### config.mk
export PLATFORM = sky130hd
export DESIGN_NAME = integ_ctrl
export DESIGN_NICKNAME = d
export VERILOG_FILES = /design/src/rtl/integ_pkg.sv /design/src/rtl/integ_edge_det.sv /design/src/rtl/integ_phase_seq.sv /design/src/rtl/integ_pulse_shaper.sv /design/src/rtl/integ_ctrl.sv
export SDC_FILE = /design/constraint.sdc
export NUM_CORES = 1
export LEC_CHECK = 0
export CORE_MARGIN = 5
export CORE_UTILIZATION = 35
export DETAILED_ROUTE_END_ITERATION = 12
export MAX_ROUTING_LAYER = met4
export PLACE_DENSITY_LB_ADDON = 0.1
export SLEW_MARGIN = 30
export SYNTH_ARGS = -nofsm -noshare
export SYNTH_HDL_FRONTEND = slang
export SYNTH_HIERARCHICAL = 1
export SYNTH_SLANG_ARGS = --single-unit
### constraint.sdc
create_clock -name clk -period 5.25 [get_ports clk]
set_input_delay 1.3125 -clock clk [delete_from_list [all_inputs] [get_ports clk]]
set_output_delay 1.3125 -clock clk [all_outputs]
set_load 0.005 [all_outputs]
### src/rtl/integ_pkg.sv
package integ_pkg;

  localparam int IDX_W  = 5;
  localparam int CODE_W = 4;

  typedef enum logic [2:0] {
    PH_IDLE,
    PH_LEAD,
    PH_OPEN,
    PH_TAIL,
    PH_DONE
  } phase_t;

  typedef struct packed {
    logic              ext;
    logic [IDX_W-1:0]  idx;
    logic [CODE_W-1:0] code;
  } expo_cfg_t;

  // Exposure length in unit ticks for a preset index.
  function automatic logic [15:0] preset_ticks(input logic [IDX_W-1:0] sel);
    logic [15:0] t;
    case (sel)
      5'd0:  t = 16'd1;
      5'd1:  t = 16'd2;
      5'd2:  t = 16'd3;
      5'd3:  t = 16'd4;
      5'd4:  t = 16'd5;
      5'd5:  t = 16'd7;
      5'd6:  t = 16'd10;
      5'd7:  t = 16'd14;
      5'd8:  t = 16'd19;
      5'd9:  t = 16'd23;
      5'd10: t = 16'd39;
      5'd11: t = 16'd67;
      5'd12: t = 16'd89;
      5'd13: t = 16'd100;
      5'd14: t = 16'd125;
      5'd15: t = 16'd150;
      5'd16: t = 16'd189;
      5'd17: t = 16'd200;
      5'd18: t = 16'd250;
      5'd19: t = 16'd300;
      5'd20: t = 16'd322;
      5'd21: t = 16'd400;
      5'd22: t = 16'd489;
      5'd23: t = 16'd739;
      5'd24: t = 16'd989;
      5'd25: t = 16'd1489;
      5'd26: t = 16'd1989;
      5'd27: t = 16'd4989;
      5'd28: t = 16'd9989;
      5'd29: t = 16'd14989;
      5'd30: t = 16'd29989;
      default: t = 16'd59989;
    endcase
    return t;
  endfunction

  // Number of pulses for a burst code; 0 for the steady codes.
  function automatic logic [7:0] pulse_limit(input logic [CODE_W-1:0] c);
    logic [7:0] n;
    case (c)
      4'd1:  n = 8'd1;
      4'd2:  n = 8'd2;
      4'd3:  n = 8'd3;
      4'd4:  n = 8'd4;
      4'd5:  n = 8'd5;
      4'd6:  n = 8'd10;
      4'd7:  n = 8'd20;
      4'd8:  n = 8'd30;
      4'd9:  n = 8'd40;
      4'd10: n = 8'd50;
      4'd11: n = 8'd75;
      4'd12: n = 8'd100;
      4'd13: n = 8'd150;
      4'd14: n = 8'd200;
      default: n = 8'd0;
    endcase
    return n;
  endfunction

  function automatic logic is_burst(input logic [CODE_W-1:0] c);
    return (c != '0) && (c != '1);
  endfunction

endpackage

### src/rtl/integ_edge_det.sv
module integ_edge_det #(
  parameter int STAGES = 2
) (
  input  logic clk,
  input  logic rst_n,
  input  logic din,
  output logic rise
);

  generate
    if (STAGES == 0) begin : g_direct
      logic last_q;
      always_ff @(posedge clk or negedge rst_n) begin
        if (!rst_n) last_q <= 1'b0;
        else        last_q <= din;
      end
      assign rise = din & ~last_q;
    end else begin : g_sync
      logic [STAGES:0] pipe_q;
      always_ff @(posedge clk or negedge rst_n) begin
        if (!rst_n) pipe_q <= '0;
        else        pipe_q <= {pipe_q[STAGES-1:0], din};
      end
      assign rise = pipe_q[STAGES-1] & ~pipe_q[STAGES];
    end
  endgenerate

  // one event per rising level, never two cycles in a row
  a_r1_single_rise: assert property (@(posedge clk) disable iff (!rst_n)
    rise |=> !rise);

endmodule

### src/rtl/integ_phase_seq.sv
module integ_phase_seq
  import integ_pkg::*;
#(
  parameter int CNT_W      = 16,
  parameter int LEAD_TICKS = 2,
  parameter int TAIL_TICKS = 2
) (
  input  logic             clk,
  input  logic             rst_n,
  input  logic             start,
  input  logic             tick,
  input  logic             ext_ev,
  input  expo_cfg_t        cfg_in,
  output expo_cfg_t        cfg_q,
  output phase_t           phase,
  output logic             window,
  output logic [CNT_W-1:0] elapsed,
  output logic             done
);

  localparam logic [CNT_W-1:0] LEAD_LAST = CNT_W'(LEAD_TICKS - 1);
  localparam logic [CNT_W-1:0] TAIL_LAST = CNT_W'(TAIL_TICKS - 1);
  localparam logic [CNT_W-1:0] CNT_MAX   = '1;

  logic [CNT_W-1:0] cnt_q;
  logic [CNT_W-1:0] win_last;

  assign win_last = CNT_W'(preset_ticks(cfg_q.idx)) - 1'b1;

  always_ff @(posedge clk or negedge rst_n) begin
    if (!rst_n) begin
      phase <= PH_IDLE;
      cnt_q <= '0;
      cfg_q <= '0;
    end else begin
      unique case (phase)
        PH_IDLE: if (start) begin
          phase <= PH_LEAD;
          cnt_q <= '0;
          cfg_q <= cfg_in;
        end
        PH_LEAD: if (tick) begin
          if (cnt_q == LEAD_LAST) begin
            phase <= PH_OPEN;
            cnt_q <= '0;
          end else begin
            cnt_q <= cnt_q + 1'b1;
          end
        end
        PH_OPEN: begin
          if (cfg_q.ext) begin
            if (ext_ev) begin
              phase <= PH_TAIL;
              cnt_q <= '0;
            end else if (tick && cnt_q != CNT_MAX) begin
              cnt_q <= cnt_q + 1'b1;
            end
          end else if (tick) begin
            if (cnt_q == win_last) begin
              phase <= PH_TAIL;
              cnt_q <= '0;
            end else begin
              cnt_q <= cnt_q + 1'b1;
            end
          end
        end
        PH_TAIL: if (tick) begin
          if (cnt_q == TAIL_LAST) begin
            phase <= PH_DONE;
            cnt_q <= '0;
          end else begin
            cnt_q <= cnt_q + 1'b1;
          end
        end
        PH_DONE: begin
          phase <= PH_IDLE;
          cnt_q <= '0;
        end
        default: phase <= PH_IDLE;
      endcase
    end
  end

  assign window  = (phase == PH_OPEN);
  assign elapsed = window ? cnt_q : '0;
  assign done    = (phase == PH_DONE);

  // captured configuration frozen while busy
  a_r2_cfg_frozen: assert property (@(posedge clk) disable iff (!rst_n)
    (phase != PH_IDLE) && $past(phase != PH_IDLE) |-> $stable(cfg_q));

  // completion pulse lasts one cycle
  a_r6_done_single: assert property (@(posedge clk) disable iff (!rst_n)
    done |=> !done);

endmodule

### src/rtl/integ_pulse_shaper.sv
module integ_pulse_shaper
  import integ_pkg::*;
#(
  parameter int CNT_W = 16
) (
  input  logic              window,
  input  logic [CNT_W-1:0]  elapsed,
  input  logic [CODE_W-1:0] code,
  output logic              integrate
);

  logic [CNT_W-1:0] pair_idx;
  logic [CNT_W-1:0] limit;

  assign pair_idx = elapsed >> 1;
  assign limit    = CNT_W'(pulse_limit(code));

  always_comb begin
    if (!window)              integrate = 1'b0;
    else if (code == '0)      integrate = 1'b1;
    else if (code == '1)      integrate = 1'b0;
    else                      integrate = elapsed[0] && (pair_idx < limit);
  end

endmodule

### src/rtl/integ_ctrl.sv
module integ_ctrl
  import integ_pkg::*;
#(
  parameter int CNT_W      = 16,
  parameter int LEAD_TICKS = 2,
  parameter int TAIL_TICKS = 2,
  parameter int EXT_SYNC   = 2
) (
  input  logic       clk,
  input  logic       rst_n,
  input  logic       unit_clk,
  input  logic       start,
  input  logic       ext_mode,
  input  logic [4:0] preset_sel,
  input  logic [3:0] pulse_code,
  input  logic       ext_stop,
  output logic       integrate,
  output logic       done
);

  logic             tick_ev;
  logic             ext_ev;
  expo_cfg_t        cfg_in;
  expo_cfg_t        cfg_q;
  phase_t           phase;
  logic             window;
  logic [CNT_W-1:0] elapsed;

  assign cfg_in = '{ext: ext_mode, idx: preset_sel, code: pulse_code};

  integ_edge_det #(.STAGES(0)) i_tick (
    .clk  (clk),
    .rst_n(rst_n),
    .din  (unit_clk),
    .rise (tick_ev)
  );

  integ_edge_det #(.STAGES(EXT_SYNC)) i_ext (
    .clk  (clk),
    .rst_n(rst_n),
    .din  (ext_stop),
    .rise (ext_ev)
  );

  integ_phase_seq #(
    .CNT_W     (CNT_W),
    .LEAD_TICKS(LEAD_TICKS),
    .TAIL_TICKS(TAIL_TICKS)
  ) i_seq (
    .clk    (clk),
    .rst_n  (rst_n),
    .start  (start),
    .tick   (tick_ev),
    .ext_ev (ext_ev),
    .cfg_in (cfg_in),
    .cfg_q  (cfg_q),
    .phase  (phase),
    .window (window),
    .elapsed(elapsed),
    .done   (done)
  );

  integ_pulse_shaper #(.CNT_W(CNT_W)) i_shape (
    .window   (window),
    .elapsed  (elapsed),
    .code     (cfg_q.code),
    .integrate(integrate)
  );

  // Checker state: rising edges of integrate seen in the current window
  logic       integ_d;
  logic [7:0] pulses_seen;
  always_ff @(posedge clk or negedge rst_n) begin
    if (!rst_n) begin
      integ_d     <= 1'b0;
      pulses_seen <= '0;
    end else begin
      integ_d <= integrate;
      if (!window)                   pulses_seen <= '0;
      else if (integrate && !integ_d) pulses_seen <= pulses_seen + 1'b1;
    end
  end

  // the window only opens on a unit tick
  a_r3_open_on_tick: assert property (@(posedge clk) disable iff (!rst_n)
    $rose(window) |-> $past(tick_ev));

  // preset windows only close on a unit tick
  a_r4_close_on_tick: assert property (@(posedge clk) disable iff (!rst_n)
    $fell(window) && !cfg_q.ext |-> $past(tick_ev));

  // external windows only close on a synchronised stop edge
  a_r5_close_on_ext: assert property (@(posedge clk) disable iff (!rst_n)
    $fell(window) && cfg_q.ext |-> $past(ext_ev));

  generate
    if (EXT_SYNC == 2) begin : g_sync_chk
      // stop event trails the pin by the synchroniser depth
      a_r5_sync_latency: assert property (@(posedge clk) disable iff (!rst_n)
        ext_ev |-> $past(ext_stop, 2));
    end
  endgenerate

  // completion follows a tail tick
  a_r6_done_on_tick: assert property (@(posedge clk) disable iff (!rst_n)
    $rose(done) |-> $past(tick_ev));

  // burst never exceeds its coded pulse count
  a_r8_pulse_budget: assert property (@(posedge clk) disable iff (!rst_n)
    window && is_burst(cfg_q.code) |-> pulses_seen <= pulse_limit(cfg_q.code));

  // outputs quiet while idle
  a_r10_idle_quiet: assert property (@(posedge clk) disable iff (!rst_n)
    (phase == PH_IDLE) |-> !integrate && !done);

endmodule

# After elaboration in Yosys (flattened, before gate mapping)
# Memories as Yosys holds them, arrays and structs flattened.
# Index checks and enable logic that the tools add are counted.
# W data, S select, Z words.
[word_totals]
rom_bits = 640
reg_bits = 33
wordCells = 66
output_inout_bits = 2
input_bits = 15
mem_count = 2
[memory_table]
columns = ["name", "depth", "word_bits", "read_ports", "rd_clocked_by_memory_dff", "wr", "line_no", "rtl"]
rows = [
  ["(name not given)", 32, 16, 1, 0, 0, "integ_pkg.sv:23", "case (sel)"],
  ["(name not given)", 16, 8, 1, 0, 0, "integ_pkg.sv:63", "case (c)"],
]
[op_classes]
eq_ne = 18
addsub = 2
n_lt_le_gt_ge = 1
muxes = 23
n_reduce_logical = 9
bitwise = 4
[ops]
columns = ["op", "count"]
rows = [
  ["$mux W16", 9],
  ["$pmux W16 S4", 1],
  ["$mux W3", 9],
  ["$add A16 B1 Y16 const B", 1],
  ["$eq A16 B1 Y1 const B", 1],
  ["$eq A16 B16 Y1", 1],
  ["$ne A16 B16 Y1 const B", 1],
  ["$sub A16 B1 Y16 const B", 1],
  ["$lt A15 B8 Y1", 1],
  ["$pmux W3 S4", 1],
  ["$ne A2 B1 Y1 const B", 5],
  ["$reduce_and A8 Y1", 1],
  ["$eq A3 B2 Y1 const B", 2],
  ["$reduce_and A5 Y1", 1],
  ["$eq A4 B4 Y1 const B", 1],
  ["$logic_not A4 Y1", 1],
  ["$ne A4 B4 Y1 const B", 1],
  ["$reduce_bool A4 Y1", 1],
  ["$eq A3 B1 Y1 const B", 1],
  ["$eq A3 B3 Y1 const B", 1],
  ["$logic_not A3 Y1", 1],
  ["$mux W1", 3],
  ["$ne A3 B1 Y1 const B", 1],
  ["$ne A3 B2 Y1 const B", 1],
  ["other kinds (7)", 10],
]

# Logic depth before layout (Yosys ltp)
# Gate-level depths: netlist of the first run.
[logic_depth]
depth_word = 7
depth_mapped = 16
depth_no_buf = 14

# Modules after synthesis
# Netlist of the first run, hierarchy kept.
[by_module_without_submodules]
columns = ["mod", "instances", "area_each_um2", "cells_per_inst", "seq_area_each_um2"]
rows = [
  ["integ_phase_seq", 1, 2972.9, 385, 725.7],
  ["integ_pulse_shaper", 1, 462.9, 61, 0.0],
  ["integ_edge_det at i_ext", 1, 88.8, 4, 75.1],
  ["integ_edge_det at i_tick", 1, 38.8, 2, 25.0],
]

# Worst setup path after synthesis of the first run
# OpenSTA, ideal clock, no wires.
[synth_path]
path_type = "reg2reg"
start = "register, netlist name i_seq/cfg_q[4]"
end = "register i_seq.cnt_q[2]"
arrival_time_ns = 3.632
path_slack_ns = 1.497
t_required_ns = 5.129
synth_period_minus_slack_ns = 3.753
stages_incl_launch_ff = 16
path_buffers = 2
setup_time_ns = 0.121
cell_sequence = "dfrtp_1 -> buf_2 -> inv_1 -> ha_1 -> nor2b_1 -> or3_1 -> a2bb2oi_1 -> ha_1 -> xnor2_1 -> or4_1 -> a311o_1 -> a211oi_2 -> buf_2 -> nand3_4 -> a21o_1 -> a22o_1"
[synth_via]
elab_chain_len = 7
[synth_lines]
columns = ["element", "line_no", "rtl"]
rows = [
  ["$mem_v2 Z32 W16", "-", ""],
  ["$sub A16 B1 Y16", "integ_phase_seq.sv:28", "assign win_last = CNT_W'(preset_ticks(cfg_q.idx)) - 1'b1;"],
  ["$eq A16 B16 Y1", "integ_phase_seq.sv:59", "if (cnt_q == win_last) begin"],
  ["$mux W16", "integ_phase_seq.sv:59", ""],
  ["$mux W16", "integ_phase_seq.sv:58", "end else if (tick) begin"],
  ["$mux W16", "integ_phase_seq.sv:51", "if (cfg_q.ext) begin"],
  ["$pmux W16 S4", "integ_phase_seq.sv:36", "unique case (phase)"],
  ["end signal, assigned", "integ_phase_seq.sv:47", "cnt_q <= cnt_q + 1'b1;"],
  ["end signal, assigned", "integ_phase_seq.sv:56", "cnt_q <= cnt_q + 1'b1;"],
  ["end signal, assigned", "integ_phase_seq.sv:63", "cnt_q <= cnt_q + 1'b1;"],
  ["end, declared", "integ_phase_seq.sv:25", "logic [CNT_W-1:0] cnt_q;"],
]
# Every way passes these cells. The select of a mux whose other input is x is not followed.
# A chain may end at the register's enable or synchronous reset.

# Worst setup path after layout of the first run
[layout_path]
start = "register i_seq.phase[0]"
end = "output integrate"
[layout_via]
elab_chain_len = 7
[layout_lines]
columns = ["element", "line_no", "rtl"]
rows = [
  ["start, declared", "integ_phase_seq.sv:15", "output phase_t phase,"],
  ["start signal, assigned", "integ_phase_seq.sv:32", "phase <= PH_IDLE;"],
  ["start signal, assigned", "integ_phase_seq.sv:38", "phase <= PH_LEAD;"],
  ["start signal, assigned", "integ_phase_seq.sv:44", "phase <= PH_OPEN;"],
  ["$eq A3 B2 Y1", "integ_phase_seq.sv:84", "assign window = (phase == PH_OPEN);"],
  ["$mux W16", "integ_phase_seq.sv:85", "assign elapsed = window ? cnt_q : '0;"],
  ["named net elapsed[3]", "integ_ctrl.sv:27", "logic [CNT_W-1:0] elapsed;"],
  ["$lt A15 B8 Y1", "integ_pulse_shaper.sv:22", "else integrate = elapsed[0] && (pair_idx < limit);"],
  ["$logic_and A1 B1 Y1", "integ_pulse_shaper.sv:22", ""],
  ["$mux W1", "integ_pulse_shaper.sv:21", "else if (code == '1) integrate = 1'b0;"],
  ["$mux W1", "integ_pulse_shaper.sv:20", "else if (code == '0) integrate = 1'b1;"],
  ["$mux W1", "integ_pulse_shaper.sv:19", "if (!window) integrate = 1'b0;"],
  ["end, declared", "integ_ctrl.sv:17", "output logic integrate,"],
]
# The timed path passes the listed nets, and every way through them passes these cells.

==> results by group, run 1 <==
Logic synthesis
  – Number of synthesis warnings: 6
  – Cell area after synthesis: 3560 um^2
  – Proportion of register bits with asynchronous set or reset after synthesis: 100%
  – Flip-flop and latch count after synthesis: 33
  – Main combinational cell family by area after synthesis: simple AND/OR/NAND/NOR gates
  – Number of synthesized flops with an enable pin: 0
  – Synthesized area divided by synthesized cell count: between 7 and 8 um^2
  – Adder-cell share of the synthesized area: 8.78%
  – Count of mapped cells out of synthesis: 452
  – Count of cell types in the netlist: 72
  – Synth Area in XOR/XNOR: 4.67%
  – Post-synthesis mux area share: 4.35%
  – Compound-Gate Fraction of Synth Area: a little under a quarter
  – Sequential element share of the synthesized area: 23.2%
  – Simple-gate share of the synthesized area: 29.8%
  – Most common flop cell mapped by yosys: dfrtp_1
  – Post-Synthesis Net Count: 492

Hold path
  – Startpoint of the worst hold path: i_ext/g_sync.pipe_q[0]$_DFF_PN0_
  – Hold Path Depth: 0
  – Worst hold-check path type: reg -> reg
  – Worst hold path endpoint: i_ext/g_sync.pipe_q[1]$_DFF_PN0_

Global route
  – Number of global-route vias before repair: 3,126
  – Initial antenna violation count: 0
  – Pin count of the biggest net entering global routing: 34
  – Residual overflow from global routing: 0
  – Wire length of the first global-routing pass: 16.8 mm
  – Total Routing Usage GR: 16.9%

Routing
  – Detailed-routed wire length on met3: 269 um
  – Number of vias per cell after detailed routing: 5.76
  – Count of TritonRoute iterations in the first routing pass: 5
  – Total length of routed wires: 10.3 mm
  – Top Layer Used: met4
  – Avg WL per Cell: around 18 um
  – Antenna-violating nets left: 0
  – Detailed-routed wire length on met2: slightly below 5 mm
  – DRC: 0
  – Detailed router's first-iteration violation count: 229
  – Vias: 3,352
  – Met1 Wirelength: 5.12 mm

Floorplan
  – Effective utilization at floorplan: between 30% and 40%
  – Total Die Area: 12,300 um^2
  – Core region area: a little under 10,000 um^2
  – Count of standard-cell rows: 36
  – Top-Level Pins: 17
  – Die Wd: 111 um
  – DIE HEIGHT: 111 um

Job
  – Max capacitance violation total: 0

Timing
  – Highest Clock Rate: approximately 220 MHz
  – Slew at the pin with the worst max-slew slack: 867 ps
  – Post-route clock skew: between 10 and 15 ps
  – Hold WS: 354 ps
  – Post-route fraction of the period consumed by the critical path: 85.3%
  – Final hold violations: 0
  – RSZ-0062 raised after global routing: no
  – Number of max-slew violations in the final report: 0
  – Setup violators final: 0
  – Shortest clock period the worst path allows after layout: 4480 ps
  – Max-slew headroom: 41.8%
  – Sum of negative setup slack: 0 ps

Finish
  – Design Area, Final: 3900 um^2
  – Count of nets after finishing: 488
  – Share of cells above drive strength 1: 10.5%
  – Most used cells in the layout excluding fill and tap cells: 46 x nand2_1, 33 x dfrtp_1, 32 x nand3_1, 27 x nor2_1, 25 x ha_1
  – Number of diodes: 0
  – Most common cell after layout, fill and taps aside: nand2_1
  – Fin cells: 582
  – Synth-to-Final Area Change: 9.48%

Placement
  – Final weighted congestion of routability-driven global placement: 0.836
  – Cell area reported after detailed placement: around 3800 um^2
  – Cell count after placement: about 570
  – DP HPWL: 7.19 mm
  – Input/output buffers: 16

Pwr
  – Cell Int Power: 1210 uW
  – Pleak: 0.00160 uW
  – Maximum vdd drop: 0.171 mV
  – Sw power: 1360 uW
  – Sequential power share: 21.2%
  – Total chip power: 2570 uW
  – Power share of the combinational group: 68.7%
  – Total power divided by cell area: roughly 660 nW/um^2
  – Clock network fraction of design power: 10.1%
  – Sw Share: 53.0%

Setup path
  – CP Class: reg -> out
  – Worst reg2reg endpoint: i_seq/cnt_q[9]$_DFFE_PN0P_
  – Required @ worst endpoint: 3940 ps
  – Launching point of the worst reg2reg path: i_seq/cfg_q[4]$_DFFE_PN0P_
  – Startpoint of the most critical setup path: i_seq/phase[0]$_DFFE_PN0P_
  – Register-to-Register Setup Slack: around 840 ps
  – Data arrival time at the worst-slack endpoint: 3170 ps
  – CP Launch Type: register
  – Crit path capture type: output pin
  – Maximum fanout along the worst path: 14
  – Number of cell instances on the worst register-to-register path: 14

Clock tree
  – Clock sink count: 33
  – Source-to-sink clock delay at the later pin of the worst-skew pair: between 200 and 300 ps
  – Buffer depth of the longest clock path: 2
  – Post-CTS Hold Buffers: 0
  – CTS Root Buffer Type: clkbuf_8
  – Setup Buffers After CTS: 0
  – H-tree levels: 2
  – Clock buffers created by TritonCTS: 5
  – CTS tree: yes
  – Reg clk slew, reported paths: 80 ps
  – CTS-repair resized insts: 0

Outcome
  – Status: finished, final reports clean
[through the flow]
step	setup slack, ps	utilization (%)
global route	545	39.5
floorplan	1500	-
CTS	779	39.5
global placement	957	38.3
finish	771	39.5
detailed placement	874	38.3
[cell type report]
class,instances,area [um^2]
clock inverter,2,37.5
inverter,14,52.6
timing repair buffer,25,228
tap,133,166
fill,1015,5960
sequential,33,826
multi-input combinational,369,2510
clock buffer,6,82.6
[state kept, by name (all words and copies together) (netlist names)]
name and flops:
i_ext/g_sync.pipe_q 3, i_seq/cfg_q 10, i_seq/cnt_q 16, i_seq/phase 3, i_tick/g_direct.last_q 1
[worst max path at each step]
stage / endpoint / slack (ps)
after CTS: integrate / 780
after global placement: i_seq/cnt_q[9]$_DFFE_PN0P_ / 960
final: integrate / 770
after detailed placement: i_seq/cnt_q[9]$_DFFE_PN0P_ / 870
after floorplan: i_seq/cnt_q[2]$_DFFE_PN0P_ / 1500
after global routing: integrate / 550
[logic make-up (layout without fill, tap and decap cells)]
| logic type | Yosys count | in the layout |
|---|---|---|
| xor gates and xnor gates | 19 | 19 |
| adders and majority gates | 25 | 25 |
| buffers and inverters | 50 | 47 |
| and+or+nand+nor | 194 | 194 |
| AOI/OAI and AO/OA | 117 | 117 |
| DFF | 33 | 33 |
| muxes | 14 | 14 |
[cells in the mapped netlist (7+ instances only)]
cell type   n  area share (%)
nor3_1      7            0.98
buf_2       7            0.98
ha_1       25             8.8
dfrtp_1    33              23
nor3b_1     8             1.7
clkbuf_1   21             2.2
nand2_1    46             4.8
nor2b_1    16             2.8
xnor2_1    13             3.2
and3_1     16             2.8
inv_1      12             1.3
mux2_2      8             2.5
o21ai_0    23             3.2
o21ai_1     9             1.3
o31ai_1    11             2.3
a31oi_1    13             2.3
nor2_1     27             2.8
nand3_1    32             4.5
a21oi_1    20             2.8
[power groups by stage]
stage / clock (uW) / combinational, uW / sequential [uW]
3_3_place_gp: 0 / 1730 / 547
4_1_cts: 267 / 1750 / 544
3_5_place_dp: 0 / 1740 / 549
6_report: 260 / 1760 / 544
5_1_grt: 278 / 1950 / 572
2_1_floorplan: 0 / 1550 / 379
[critical path: stages (launching register included)]
cell and delay, ps:
dfrtp_1 510, nor2_1 510, nand2_1 260, nor2_1 200, ha_1 210, nor4_1 70, a211oi_2 240, a211oi_1 90
o311a_1 340, clkdlybuf4s50_1 450
[metal layers]
layer | GRT usage, % | up-vias
li1 | - | 1642
met1 | 23.3 | 1665
met2 | 26.8 | 40
met3 | 2.67 | 5
met4 | 2.71 | 0
met5 | - | -
Power figures use the tool's default switching activity.
==> inputs of run 2 (changes only) <==
--- a/config.mk
+++ b/config.mk
@@ -8,8 +8,10 @@
 export CORE_MARGIN = 5
 export CORE_UTILIZATION = 35
 export DETAILED_ROUTE_END_ITERATION = 12
+export GPL_ROUTABILITY_DRIVEN = 0
 export MAX_ROUTING_LAYER = met4
 export PLACE_DENSITY_LB_ADDON = 0.1
+export SKIP_CTS_REPAIR_TIMING = 1
 export SLEW_MARGIN = 30
 export SYNTH_ARGS = -nofsm -noshare
 export SYNTH_HDL_FRONTEND = slang
==> results of run 2 <==
The final DEF is identical to that of run 1; final timing and power are the same.
